--- src/rtl/evt_regs_pkg.sv ---
package evt_regs_pkg;

    typedef enum logic [2:0] {
        K_NONE, K_CAP, K_GCFG, K_ISR, K_CNT, K_TCFG, K_TCMP, K_TROUTE
    } reg_kind_e;

    typedef struct packed {
        logic      legal;
        reg_kind_e kind;
        logic [4:0] tidx;
        logic      hi;
        logic      wide;
    } dec_t;

    typedef struct packed {
        logic [63:0] data;
        logic [63:0] mask;
    } wpack_t;

    localparam int OFF_CAP   = 'h000;
    localparam int OFF_GCFG  = 'h010;
    localparam int OFF_ISR   = 'h020;
    localparam int OFF_CNT   = 'h0F0;
    localparam int OFF_TBASE = 'h100;

    localparam logic [63:0] TCFG_RO   = 64'hFFFF_FFFF_0000_8030;
    localparam logic [63:0] TCFG_F32  = 64'h0000_0000_0000_0100;
    localparam logic [63:0] TCFG_RST  = 64'h0000_0000_0000_8010;

    function automatic wpack_t place(input logic [63:0] wd, input logic wide, input logic hi);
        wpack_t p;
        if (wide) begin
            p.data = wd;
            p.mask = '1;
        end else if (hi) begin
            p.data = {wd[31:0], 32'h0};
            p.mask = {32'hFFFF_FFFF, 32'h0};
        end else begin
            p.data = {32'h0, wd[31:0]};
            p.mask = {32'h0, 32'hFFFF_FFFF};
        end
        return p;
    endfunction

    function automatic logic [63:0] merge64(input logic [63:0] old, input wpack_t p);
        return (old & ~p.mask) | (p.data & p.mask);
    endfunction

    function automatic logic [31:0] merge32(input logic [31:0] old, input wpack_t p);
        return (old & ~p.mask[31:0]) | (p.data[31:0] & p.mask[31:0]);
    endfunction

    function automatic logic [63:0] tcfg_next(input logic [63:0] old, input wpack_t p);
        logic [63:0] nv;
        nv = merge64(old, p);
        return (nv & ~(TCFG_RO | TCFG_F32)) | (old & TCFG_RO);
    endfunction

    function automatic logic [63:0] half_sel(input logic [63:0] v, input logic wide, input logic hi);
        if (wide) return v;
        return hi ? {32'h0, v[63:32]} : {32'h0, v[31:0]};
    endfunction

    function automatic logic [63:0] cap_word(input int n, input logic [15:0] vid, input logic [31:0] tick);
        logic [63:0] w;
        w        = '0;
        w[7:0]   = 8'd1;
        w[12:8]  = 5'(n - 1);
        w[15]    = 1'b1;
        w[31:16] = vid;
        w[63:32] = tick;
        return w;
    endfunction

endpackage

--- src/rtl/evt_reg_decode.sv ---
module evt_reg_decode
    import evt_regs_pkg::*;
#(
    parameter int N_TIMERS = 8,
    parameter int ADDR_W   = 11
) (
    input  logic [ADDR_W-1:0] addr,
    input  logic [3:0]        size,
    output dec_t              dec
);
    localparam logic [ADDR_W-1:0] TBASE = ADDR_W'(OFF_TBASE);

    logic              size_ok;
    logic              aligned;
    logic [ADDR_W-1:0] base;
    logic [ADDR_W-1:0] off;
    logic [ADDR_W-1:0] idx;

    always_comb begin
        size_ok  = (size == 4'd4) || (size == 4'd8);
        aligned  = (size == 4'd8) ? (addr[2:0] == 3'b000) : (addr[1:0] == 2'b00);
        base     = {addr[ADDR_W-1:3], 3'b000};
        off      = addr - TBASE;
        idx      = off >> 5;
        dec      = '0;
        dec.wide = (size == 4'd8);
        dec.hi   = addr[2];
        dec.legal = size_ok && aligned;
        dec.tidx = idx[4:0];
        dec.kind = K_NONE;
        if (dec.legal) begin
            if (base == ADDR_W'(OFF_CAP))       dec.kind = K_CAP;
            else if (base == ADDR_W'(OFF_GCFG)) dec.kind = K_GCFG;
            else if (base == ADDR_W'(OFF_ISR))  dec.kind = K_ISR;
            else if (base == ADDR_W'(OFF_CNT))  dec.kind = K_CNT;
            else if (addr >= TBASE && idx < ADDR_W'(N_TIMERS)) begin
                case (off[4:3])
                    2'd0:    dec.kind = K_TCFG;
                    2'd1:    dec.kind = K_TCMP;
                    2'd2:    dec.kind = K_TROUTE;
                    default: dec.kind = K_NONE;
                endcase
            end
        end
    end
endmodule

--- src/rtl/evt_timer_bank.sv ---
module evt_timer_bank
    import evt_regs_pkg::*;
#(
    parameter int N_TIMERS = 8
) (
    input  logic                   clk,
    input  logic                   rst,
    input  logic                   wr_en,
    input  dec_t                   dec,
    input  wpack_t                 wp,
    output logic [N_TIMERS*64-1:0] cfg_flat,
    output logic [N_TIMERS*32-1:0] cmp_flat,
    output logic [N_TIMERS*64-1:0] route_flat,
    output logic [N_TIMERS-1:0]    cmp_wr
);
    for (genvar i = 0; i < N_TIMERS; i++) begin : g_ch
        logic [63:0] cfg_q;
        logic [31:0] cmp_q;
        logic [63:0] route_q;
        logic        wr_pulse_q;
        logic        hit;

        assign hit = wr_en && (dec.tidx == 5'(i));

        always_ff @(posedge clk) begin
            if (rst) begin
                cfg_q      <= TCFG_RST;
                cmp_q      <= '1;
                route_q    <= '0;
                wr_pulse_q <= 1'b0;
            end else begin
                wr_pulse_q <= hit && (dec.kind == K_TCMP);
                if (hit && dec.kind == K_TCFG)   cfg_q   <= tcfg_next(cfg_q, wp);
                if (hit && dec.kind == K_TCMP)   cmp_q   <= merge32(cmp_q, wp);
                if (hit && dec.kind == K_TROUTE) route_q <= merge64(route_q, wp);
            end
        end

        assign cfg_flat[i*64 +: 64]   = cfg_q;
        assign cmp_flat[i*32 +: 32]   = cmp_q;
        assign route_flat[i*64 +: 64] = route_q;
        assign cmp_wr[i]              = wr_pulse_q;
    end
endmodule

--- src/rtl/evt_timer_regs.sv ---
module evt_timer_regs
    import evt_regs_pkg::*;
#(
    parameter int          N_TIMERS  = 8,
    parameter int          ADDR_W    = 11,
    parameter logic [15:0] VENDOR_ID = 16'hE7A1,
    parameter logic [31:0] TICK_FS   = 32'd100_000_000
) (
    input  logic                   clk,
    input  logic                   rst,
    input  logic                   req_valid,
    input  logic                   req_write,
    input  logic [ADDR_W-1:0]      req_addr,
    input  logic [3:0]             req_size,
    input  logic [63:0]            req_wdata,
    output logic                   rsp_valid,
    output logic [63:0]            rsp_rdata,
    output logic                   rsp_err,
    input  logic [31:0]            cnt_value,
    input  logic [N_TIMERS-1:0]    tmr_int_set,
    output logic                   gen_enable,
    output logic                   gen_legacy,
    output logic [N_TIMERS-1:0]    isr_bits,
    output logic                   run_start,
    output logic                   run_stop,
    output logic                   cnt_load,
    output logic [31:0]            cnt_load_val,
    output logic [N_TIMERS*64-1:0] tmr_cfg,
    output logic [N_TIMERS*32-1:0] tmr_cmp,
    output logic [N_TIMERS*64-1:0] tmr_route,
    output logic [N_TIMERS-1:0]    tmr_cmp_wr
);
    localparam logic [63:0] CAP_VALUE = cap_word(N_TIMERS, VENDOR_ID, TICK_FS);

    if (N_TIMERS < 3 || N_TIMERS > 32) begin : g_bad_count
        $error("N_TIMERS must lie in 3..32");
    end

    dec_t          dec;
    wpack_t        wp;
    logic          wr_en;
    logic [1:0]    gcfg_q;
    logic [1:0]    gcfg_new;
    logic [N_TIMERS-1:0] isr_q;
    logic [N_TIMERS-1:0] isr_clr;
    logic [63:0]   full_rd;
    logic [63:0]   rd_val;
    int            sel;

    evt_reg_decode #(.N_TIMERS(N_TIMERS), .ADDR_W(ADDR_W)) u_dec (
        .addr (req_addr),
        .size (req_size),
        .dec  (dec)
    );

    assign wp    = place(req_wdata, dec.wide, dec.hi);
    assign wr_en = req_valid && req_write && dec.legal;
    assign sel   = int'(dec.tidx);

    evt_timer_bank #(.N_TIMERS(N_TIMERS)) u_bank (
        .clk        (clk),
        .rst        (rst),
        .wr_en      (wr_en),
        .dec        (dec),
        .wp         (wp),
        .cfg_flat   (tmr_cfg),
        .cmp_flat   (tmr_cmp),
        .route_flat (tmr_route),
        .cmp_wr     (tmr_cmp_wr)
    );

    always_comb begin
        gcfg_new = (gcfg_q & ~wp.mask[1:0]) | (wp.data[1:0] & wp.mask[1:0]);
        isr_clr  = (wr_en && dec.kind == K_ISR) ? (wp.data[N_TIMERS-1:0] & wp.mask[N_TIMERS-1:0]) : '0;
    end

    always_comb begin
        case (dec.kind)
            K_CAP:    full_rd = CAP_VALUE;
            K_GCFG:   full_rd = {62'h0, gcfg_q};
            K_ISR:    full_rd = 64'(isr_q);
            K_CNT:    full_rd = {32'h0, cnt_value};
            K_TCFG:   full_rd = tmr_cfg[sel*64 +: 64];
            K_TCMP:   full_rd = {32'h0, tmr_cmp[sel*32 +: 32]};
            K_TROUTE: full_rd = tmr_route[sel*64 +: 64];
            default:  full_rd = '0;
        endcase
        rd_val = half_sel(full_rd, dec.wide, dec.hi);
    end

    always_ff @(posedge clk) begin
        if (rst) begin
            gcfg_q       <= '0;
            isr_q        <= '0;
            run_start    <= 1'b0;
            run_stop     <= 1'b0;
            cnt_load     <= 1'b0;
            cnt_load_val <= '0;
            rsp_valid    <= 1'b0;
            rsp_err      <= 1'b0;
            rsp_rdata    <= '0;
        end else begin
            run_start <= 1'b0;
            run_stop  <= 1'b0;
            cnt_load  <= 1'b0;
            isr_q     <= (isr_q & ~isr_clr) | tmr_int_set;
            if (wr_en && dec.kind == K_GCFG) begin
                gcfg_q    <= gcfg_new;
                run_start <= !gcfg_q[0] && gcfg_new[0];
                run_stop  <= gcfg_q[0] && !gcfg_new[0];
            end
            if (wr_en && dec.kind == K_CNT) begin
                cnt_load     <= 1'b1;
                cnt_load_val <= merge32(cnt_value, wp);
                run_start    <= gcfg_q[0];
            end
            rsp_valid <= req_valid;
            rsp_err   <= req_valid && !dec.legal;
            rsp_rdata <= (req_valid && !req_write) ? rd_val : '0;
        end
    end

    assign gen_enable = gcfg_q[0];
    assign gen_legacy = gcfg_q[1];
    assign isr_bits   = isr_q;
endmodule

--- config.mk ---
export PLATFORM = sky130hd
export DESIGN_NAME = evt_timer_regs
export DESIGN_NICKNAME = d
export VERILOG_FILES = /design/src/rtl/evt_regs_pkg.sv /design/src/rtl/evt_reg_decode.sv /design/src/rtl/evt_timer_bank.sv /design/src/rtl/evt_timer_regs.sv
export SDC_FILE = /design/constraint.sdc
export NUM_CORES = 2
export LEC_CHECK = 0
export BUFFER_PORTS_ARGS = -buffer_cell sky130_fd_sc_hd__clkbuf_2
export CAP_MARGIN = 0
export CELL_PAD_IN_SITES_DETAIL_PLACEMENT = 0
export CELL_PAD_IN_SITES_GLOBAL_PLACEMENT = 2
export CORE_AREA = 2 2 601 603
export CTS_CLUSTER_DIAMETER = 60
export DETAILED_ROUTE_END_ITERATION = 8
export DIE_AREA = 0 0 603 605
export PLACE_DENSITY = 0.55
export REMOVE_ABC_BUFFERS = 1
export SLEW_MARGIN = 20
export SYNTH_ARGS = -nofsm -noshare
export SYNTH_HDL_FRONTEND = slang
export SYNTH_SLANG_ARGS = --single-unit
--- constraint.sdc ---
create_clock -name clk -period 5.9 [get_ports clk]
set_clock_uncertainty 0.05 [all_clocks]
set_input_delay 0.59 -clock clk [delete_from_list [all_inputs] [get_ports clk]]
set_output_delay 0.59 -clock clk [all_outputs]
set_load 0.005 [all_outputs]
# Yosys cells after proc, flatten, opt, wreduce, memory -nomap -nowiden
# Index checks and enable logic that the tools add are counted.
# classes
bitwise	72
n_eq_ne	21
n_reduce_logical	55
add_sub_neg	1
order_cmp	2
shifts	3
n_mux	19
# ops
operator	count
variable part select 512 x 12 -> 64 bit	2
AND 32 bit	18
AND 64 bit	9
OR 32 bit	17
OR 32 x 64 -> 64 bit	8
OR 64 bit	8
case mux 64 bit (7 select lines)	1
two-way mux 128 bit	2
variable part select 256 x 11 -> 32 bit	1
two-way mux 64 bit	2
NOT 64 bit	1
logical AND 1 bit	43
two-way mux 32 bit	1
NOT 32 bit	1
equality test 5 x 3 -> 1 bit, second input constant	4
two-way mux 3 bit	6
AND 8 bit	2
equality test 3 bit, second input constant	4
greater-or-equal comparator 11 x 9 -> 1 bit, second input constant	1
subtractor 11 x 9 -> 11 bit, second input constant	1
equality test 5 x 2 -> 1 bit, second input constant	2
case mux 3 bit (3 select lines)	1
equality test 8 x 2 -> 1 bit, second input constant	1
equality test 8 x 3 -> 1 bit, second input constant	1
24 further kinds	36
# totals
out_inout_bits	1399
regBits	1399
elab_cells	214

# Depth between registers and ports, before layout
# logic_depth
ltp_word	15
mapped_depth	15

# Cells and area by module
# From an unflattened synthesis, not the netlist that was laid out.
# unflattened
cells_unflattened	6590
area_unflattened_um2	62406.1
# by_module_without_submodules
module	cells_per_inst	n_inst	seq_area_each_um2	area_each_um2
evt_timer_bank	5116	1	20019.2	47389.2
evt_timer_regs	1438	1	2222.1	14755.4
evt_reg_decode	36	1	0.0	261.5

# Worst setup path before layout
# OpenSTA, ideal clock, no wires.
# synth_path
path_kind	in2reg
from	in req_addr[3]
to	reg rsp_rdata[10]
path_stages	12
t_arrival_ps	3045
n_path_buf	3
setup_time_ps	130
setup_slack_ps	2675
path_cell_list	inv_1 ha_1 or4b_1 o22a_1 clkbuf_1 a21oi_2 nand2_4 buf_6 buf_2 mux4_2 a2111oi_0 o31ai_1
# synth_between
elab_chain_cells	13
word_cells_on_any_way	32
classes_between	add/sub: 1; order compare: 2; eq/ne: 12; shift: 3; mux: 11; reduce/logical: 3
# synth_rtl
element	line_no	rtl
start: declaration	evt_timer_regs.sv:13	input logic [ADDR_W-1:0] req_addr,
subtractor 11 x 9 -> 11 bit	evt_reg_decode.sv:23	off = addr - TBASE;
less-than comparator 6 x 4 -> 1 bit (tied with other cells)	evt_reg_decode.sv:36	else if (addr >= TBASE && idx < ADDR_W'(N_TIMERS)) begin
logical AND 1 bit / case mux 3 bit (3 select lines) (equally long branches)	evt_reg_decode.sv:36, evt_reg_decode.sv:37	
two-way mux 3 bit	evt_reg_decode.sv:36	
two-way mux 3 bit	evt_reg_decode.sv:35	else if (base == ADDR_W'(OFF_CNT)) dec.kind = K_CNT;
two-way mux 3 bit	evt_reg_decode.sv:34	else if (base == ADDR_W'(OFF_ISR)) dec.kind = K_ISR;
two-way mux 3 bit	evt_reg_decode.sv:33	else if (base == ADDR_W'(OFF_GCFG)) dec.kind = K_GCFG;
two-way mux 3 bit	evt_reg_decode.sv:32	if (base == ADDR_W'(OFF_CAP)) dec.kind = K_CAP;
two-way mux 3 bit	evt_reg_decode.sv:31	if (dec.legal) begin
equality test 3 bit (tied with other cells)	evt_timer_regs.sv:78	case (dec.kind)
case mux 64 bit (7 select lines) (*)	evt_timer_regs.sv:78	
two-way mux 32 bit / two-way mux 64 bit (equally long branches)	evt_regs_pkg.sv:61, evt_regs_pkg.sv:60	
two-way mux 64 bit (*)	evt_regs_pkg.sv:61	return hi ? {32'h0, v[63:32]} : {32'h0, v[31:0]};
end signal: assignment	evt_timer_regs.sv:119	rsp_rdata <= (req_valid && !req_write) ? rd_val : '0;
end: declaration	evt_timer_regs.sv:17	output logic [63:0] rsp_rdata,
# Mark *: on every way between the ends. The rest lies on a longest branch, timed or not. The select of a mux whose other input is x is not followed.
# A chain may end at the register's enable or synchronous reset.

# Worst setup path after layout
# layout_path
from	in req_addr[8]
to	reg rsp_rdata[29]
# layout_between
elab_chain_cells	13
word_cells_on_any_way	28
classes_between	add/sub: 1; order compare: 2; eq/ne: 10; shift: 3; mux: 10; reduce/logical: 2
# layout_rtl
element	line_no
subtractor 11 x 9 -> 11 bit	evt_reg_decode.sv:23
less-than comparator 6 x 4 -> 1 bit	evt_reg_decode.sv:36
logical AND 1 bit	evt_reg_decode.sv:36
two-way mux 3 bit	evt_reg_decode.sv:36
two-way mux 3 bit	evt_reg_decode.sv:35
two-way mux 3 bit	evt_reg_decode.sv:34
two-way mux 3 bit	evt_reg_decode.sv:33
two-way mux 3 bit	evt_reg_decode.sv:32
two-way mux 3 bit	evt_reg_decode.sv:31
equality test 3 bit (tied with other cells)	evt_timer_regs.sv:78
case mux 64 bit (7 select lines) (*)	evt_timer_regs.sv:78
two-way mux 32 bit / two-way mux 64 bit (equally long branches)	evt_regs_pkg.sv:61, evt_regs_pkg.sv:60
two-way mux 64 bit (*)	evt_regs_pkg.sv:61
# Marked as above.

==> qor.yml <==
synthesis:
  yosysSeqAreaShare_pct: 44.51
  synthAdderAreaFrac_pct: 0.1002
  synth_area_leader_cell: "dfxtp_1"
  yosys_warnings: 0
  synthTopCellsByArea: "dfxtp_1 45%, nand2_1 9.9%, mux4_2 8.0%"
  synth-edff-count: 0
  yosys.area_share.simple_pct: 18.76
  yosysUniqueCellTypes: 72
  muxShareOfSynthArea_pct: 9.828
  synth_compound_area_share_pct: 17.78
  yosys.cell_count.top_type: "nand2_1"
  synth_commonest_cells: "1,317 x nand2_1, 1,111 x dfxtp_1, 647 x a21oi_1, 360 x nor2_1, 323 x clkbuf_1"
  synthesis.area_sq_um: 49970
  synth_top_family_by_area: "simple AND/OR/NAND/NOR gates"
  ys_ff_latch: 1111
  async_reset_ff_share_pct: 0
  synth_flop_cell: "dfxtp_1"
  yosysTopAreaCellShare_pct: 44.51
  yosys.area_share.xor_xnor_pct: 0.03506
  syn_inst: 5724
  postSynthAreaPerCell_sq_um: 8.730
clocking:
  clock_latency_ns: 0.85
  cts.sinks: 1111
  htree_num_levels: 4
  post_cts_buffers: 0
  cts_buffers: 172
  cts_tree: "yes"
  clock_path_buffers: 4
  clockRootBuffer: "clkbuf_16"
  post_cts_resized: 0
  clkTransAtPathRegs_ns: 0.06
sta:
  worst_slack_ns: 1.564
  fin_hold_ws_ns: 0.09794
  fin_setup_tns_ns: 0
  setup_viol: 0
  finalCriticalPeriod_ns: 4.336
  rsz0062_at_grt: "false"
  worstMarginPinSlew_ns: 1.191
  slew_headroom_pct: 20.63
  fmax_mhz: 230.7
  period_share_pct: 73.48
  slew_viol_final: 0
  hold_viol_final: 0
worst_setup_path:
  crit_slowest_cell: "a21oi_1"
  required_ns: 6.45
  crit_chain: "clkbuf_2, inv_1, ha_1, xor2_1, o22a_1, a21oi_4, nand2_8, buf_12, buf_4, nor3_1, a21oi_1, o31ai_1"
  critical_path.max_stage_delay_ns: 0.87
  worst_setup_path_start_kind: "primary input"
  endpoint_kind: "flop"
  arrival_ns: 4.88
  worst-path-max-fanout: 67
  crit_type: "in2reg"
global_route:
  antenna_found_initial: 32
  grt_pass1_vias: 46210
  gr-total-overflow: 0
  grt_max_degree: 205
  gr-usage-all-layers_pct: 20.58
  grt_pass1_wl_um: 502200
floorplanning:
  io_pins: 1522
  core-area_sq_um: 358100
  initial_core_util_pct: 13.95
  dieArea_sq_um: 364800
  die_width_um: 603
  die_h_um: 605
  rows: 220
final_layout:
  fill_cells: 40030
  final_cell_count_no_fill: 11690
  areaGrowthSynthToFinish_pct: 33.44
  fin_nets: 6897
  drive_above_1_share_pct: 28.60
  multiInputGateArea_sq_um: 24560
  fin_area_sq_um: 66680
  seqCellArea_sq_um: 22240
place:
  routabilityCongestion: 0.8826
  io_buffers: 1233
  place_area_sq_um: 60660
  dp_cells: 11360
  hpwl_um: 301500
  place_ws_ns: 0.8374
drt:
  wl_per_cell_um: 33.74
  antenna_left: 0
  first_iter_violations: 5468
  drt-total-wl_um: 394400
  firstDrtPassIters: 8
  vias: 50250
  routed_via_density: 4.299
  route.detailed.drc: 0
pwr:
  p_per_area_nw_per_um2: 287.4
  p_leak_nw: 24.53
  irDropWorstVdd_v: 0.0001977
min_path:
  hold_class: "in2reg"
job:
  drv_cap: 0
outcome:
  status: "completed"
[what timing repair did]
item	4_1_cts	5_1_grt
hold buffers	11	0
setup endpoints to repair	0	0
hold endpoints to repair	12	0
[kinds of logic (layout without fill, tap and decap cells)]
group / Yosys count / count (layout)
xor gates and xnor gates: 2 / 2
muxes: 267 / 267
and+or+nand+nor: 2153 / 2153
other: 2 / 303
DFF: 1111 / 1111
adders and majority gates: 4 / 4
AOI/OAI and AO/OA: 1345 / 1345
buffers and inverters: 840 / 1732
[area by class of cell]
type,count,share of cell area [%]
antenna,15,0.05629
timing repair buffer,1418,11.94
inverter,8,0.05254
tap,4773,8.956
multi-input combinational,4059,36.84
sequential,1111,33.36
clock inverter,73,1.317
clock buffer,233,7.483
[per-layer routing]
metal | up-vias | track usage [%] | part of all wire, %
li1 | 21480 | - | -
met1 | 25880 | 25.66 | 41
met2 | 2502 | 34.34 | 47
met3 | 394 | 5.533 | 8.1
met4 | 6 | 6.299 | 3.3
met5 | - | 0.3005 | 0.046
[power breakdown]
| group | switching, mW | total (mW) | internal [mW] | leakage, nW |
|---|---|---|---|---|
| clock | 4.28 | 10.7 | 6.45 | 2.85 |
| sequential | 0.00623 | 7.52 | 7.51 | 8.96 |
| combinational | 0.738 | 0.918 | 0.181 | 12.7 |
[placed cells by master, fill, tap and decap left out, types with 12 or more instances in the layout]
| cell type | Yosys | layout |
|---|---|---|
| nor2b_1 | 261 | 260 |
| nand2_4 | 2 | 13 |
| nor2_1 | 360 | 351 |
| buf_12 | 0 | 27 |
| a211o_1 | 258 | 258 |
| nor2_4 | 25 | 32 |
| clkbuf_1 | 323 | 21 |
| clkinvlp_4 | 0 | 15 |
| conb_1 | 2 | 288 |
| and3_1 | 54 | 54 |
| diode_2 | 0 | 15 |
| o221ai_1 | 13 | 13 |
| nand3_1 | 40 | 40 |
| clkinv_2 | 0 | 21 |
| a21oi_1 | 647 | 645 |
| clkbuf_8 | 0 | 35 |
| clkbuf_2 | 0 | 1228 |
| nand2_1 | 1317 | 1295 |
| o22ai_1 | 23 | 23 |
| dfxtp_1 | 1111 | 1111 |
| nor3_1 | 33 | 33 |
| buf_4 | 298 | 148 |
| mux4_2 | 178 | 178 |
| nand4_1 | 12 | 12 |
| mux2i_1 | 80 | 80 |
| clkbuf_16 | 0 | 177 |
| o21ai_0 | 18 | 18 |
| a211oi_1 | 280 | 280 |
| a221oi_1 | 15 | 15 |
| nor4_1 | 13 | 13 |
[metrics by stage]
step,power [mW],utilization (%)
floorplan,7.909,-
global placement,8.587,16.93
detailed placement,8.588,16.94
CTS,19.41,18.61
global route,19.73,18.61
finish,19.17,18.62
[final timing paths]
| check | startpoint | end | slack (ns) | depth (start not counted) |
|---|---|---|---|---|
| hold reg to reg | cnt_load_val[0] | cnt_load_val[0] | 0.41 | 2 |
| setup reg to reg | flop | rsp_rdata[29] | 2.91 | 5 |
| hold / removal | cnt_value[16] | cnt_load_val[16] | 0.1 | 5 |
| setup / recovery | req_addr[8] | rsp_rdata[29] | 1.56 | 12 |
[critical path: cells and delay by family]
kind	cells	cell delay (ns)
XOR/XNOR	1	0.31
AO/OA/AOI/OAI	4	1.99
buffers and inverters	4	1.06
AND/OR/NAND/NOR	2	0.41
adder cells (fa/ha/maj)	1	0.19
(Power assumes the default switching activity.)
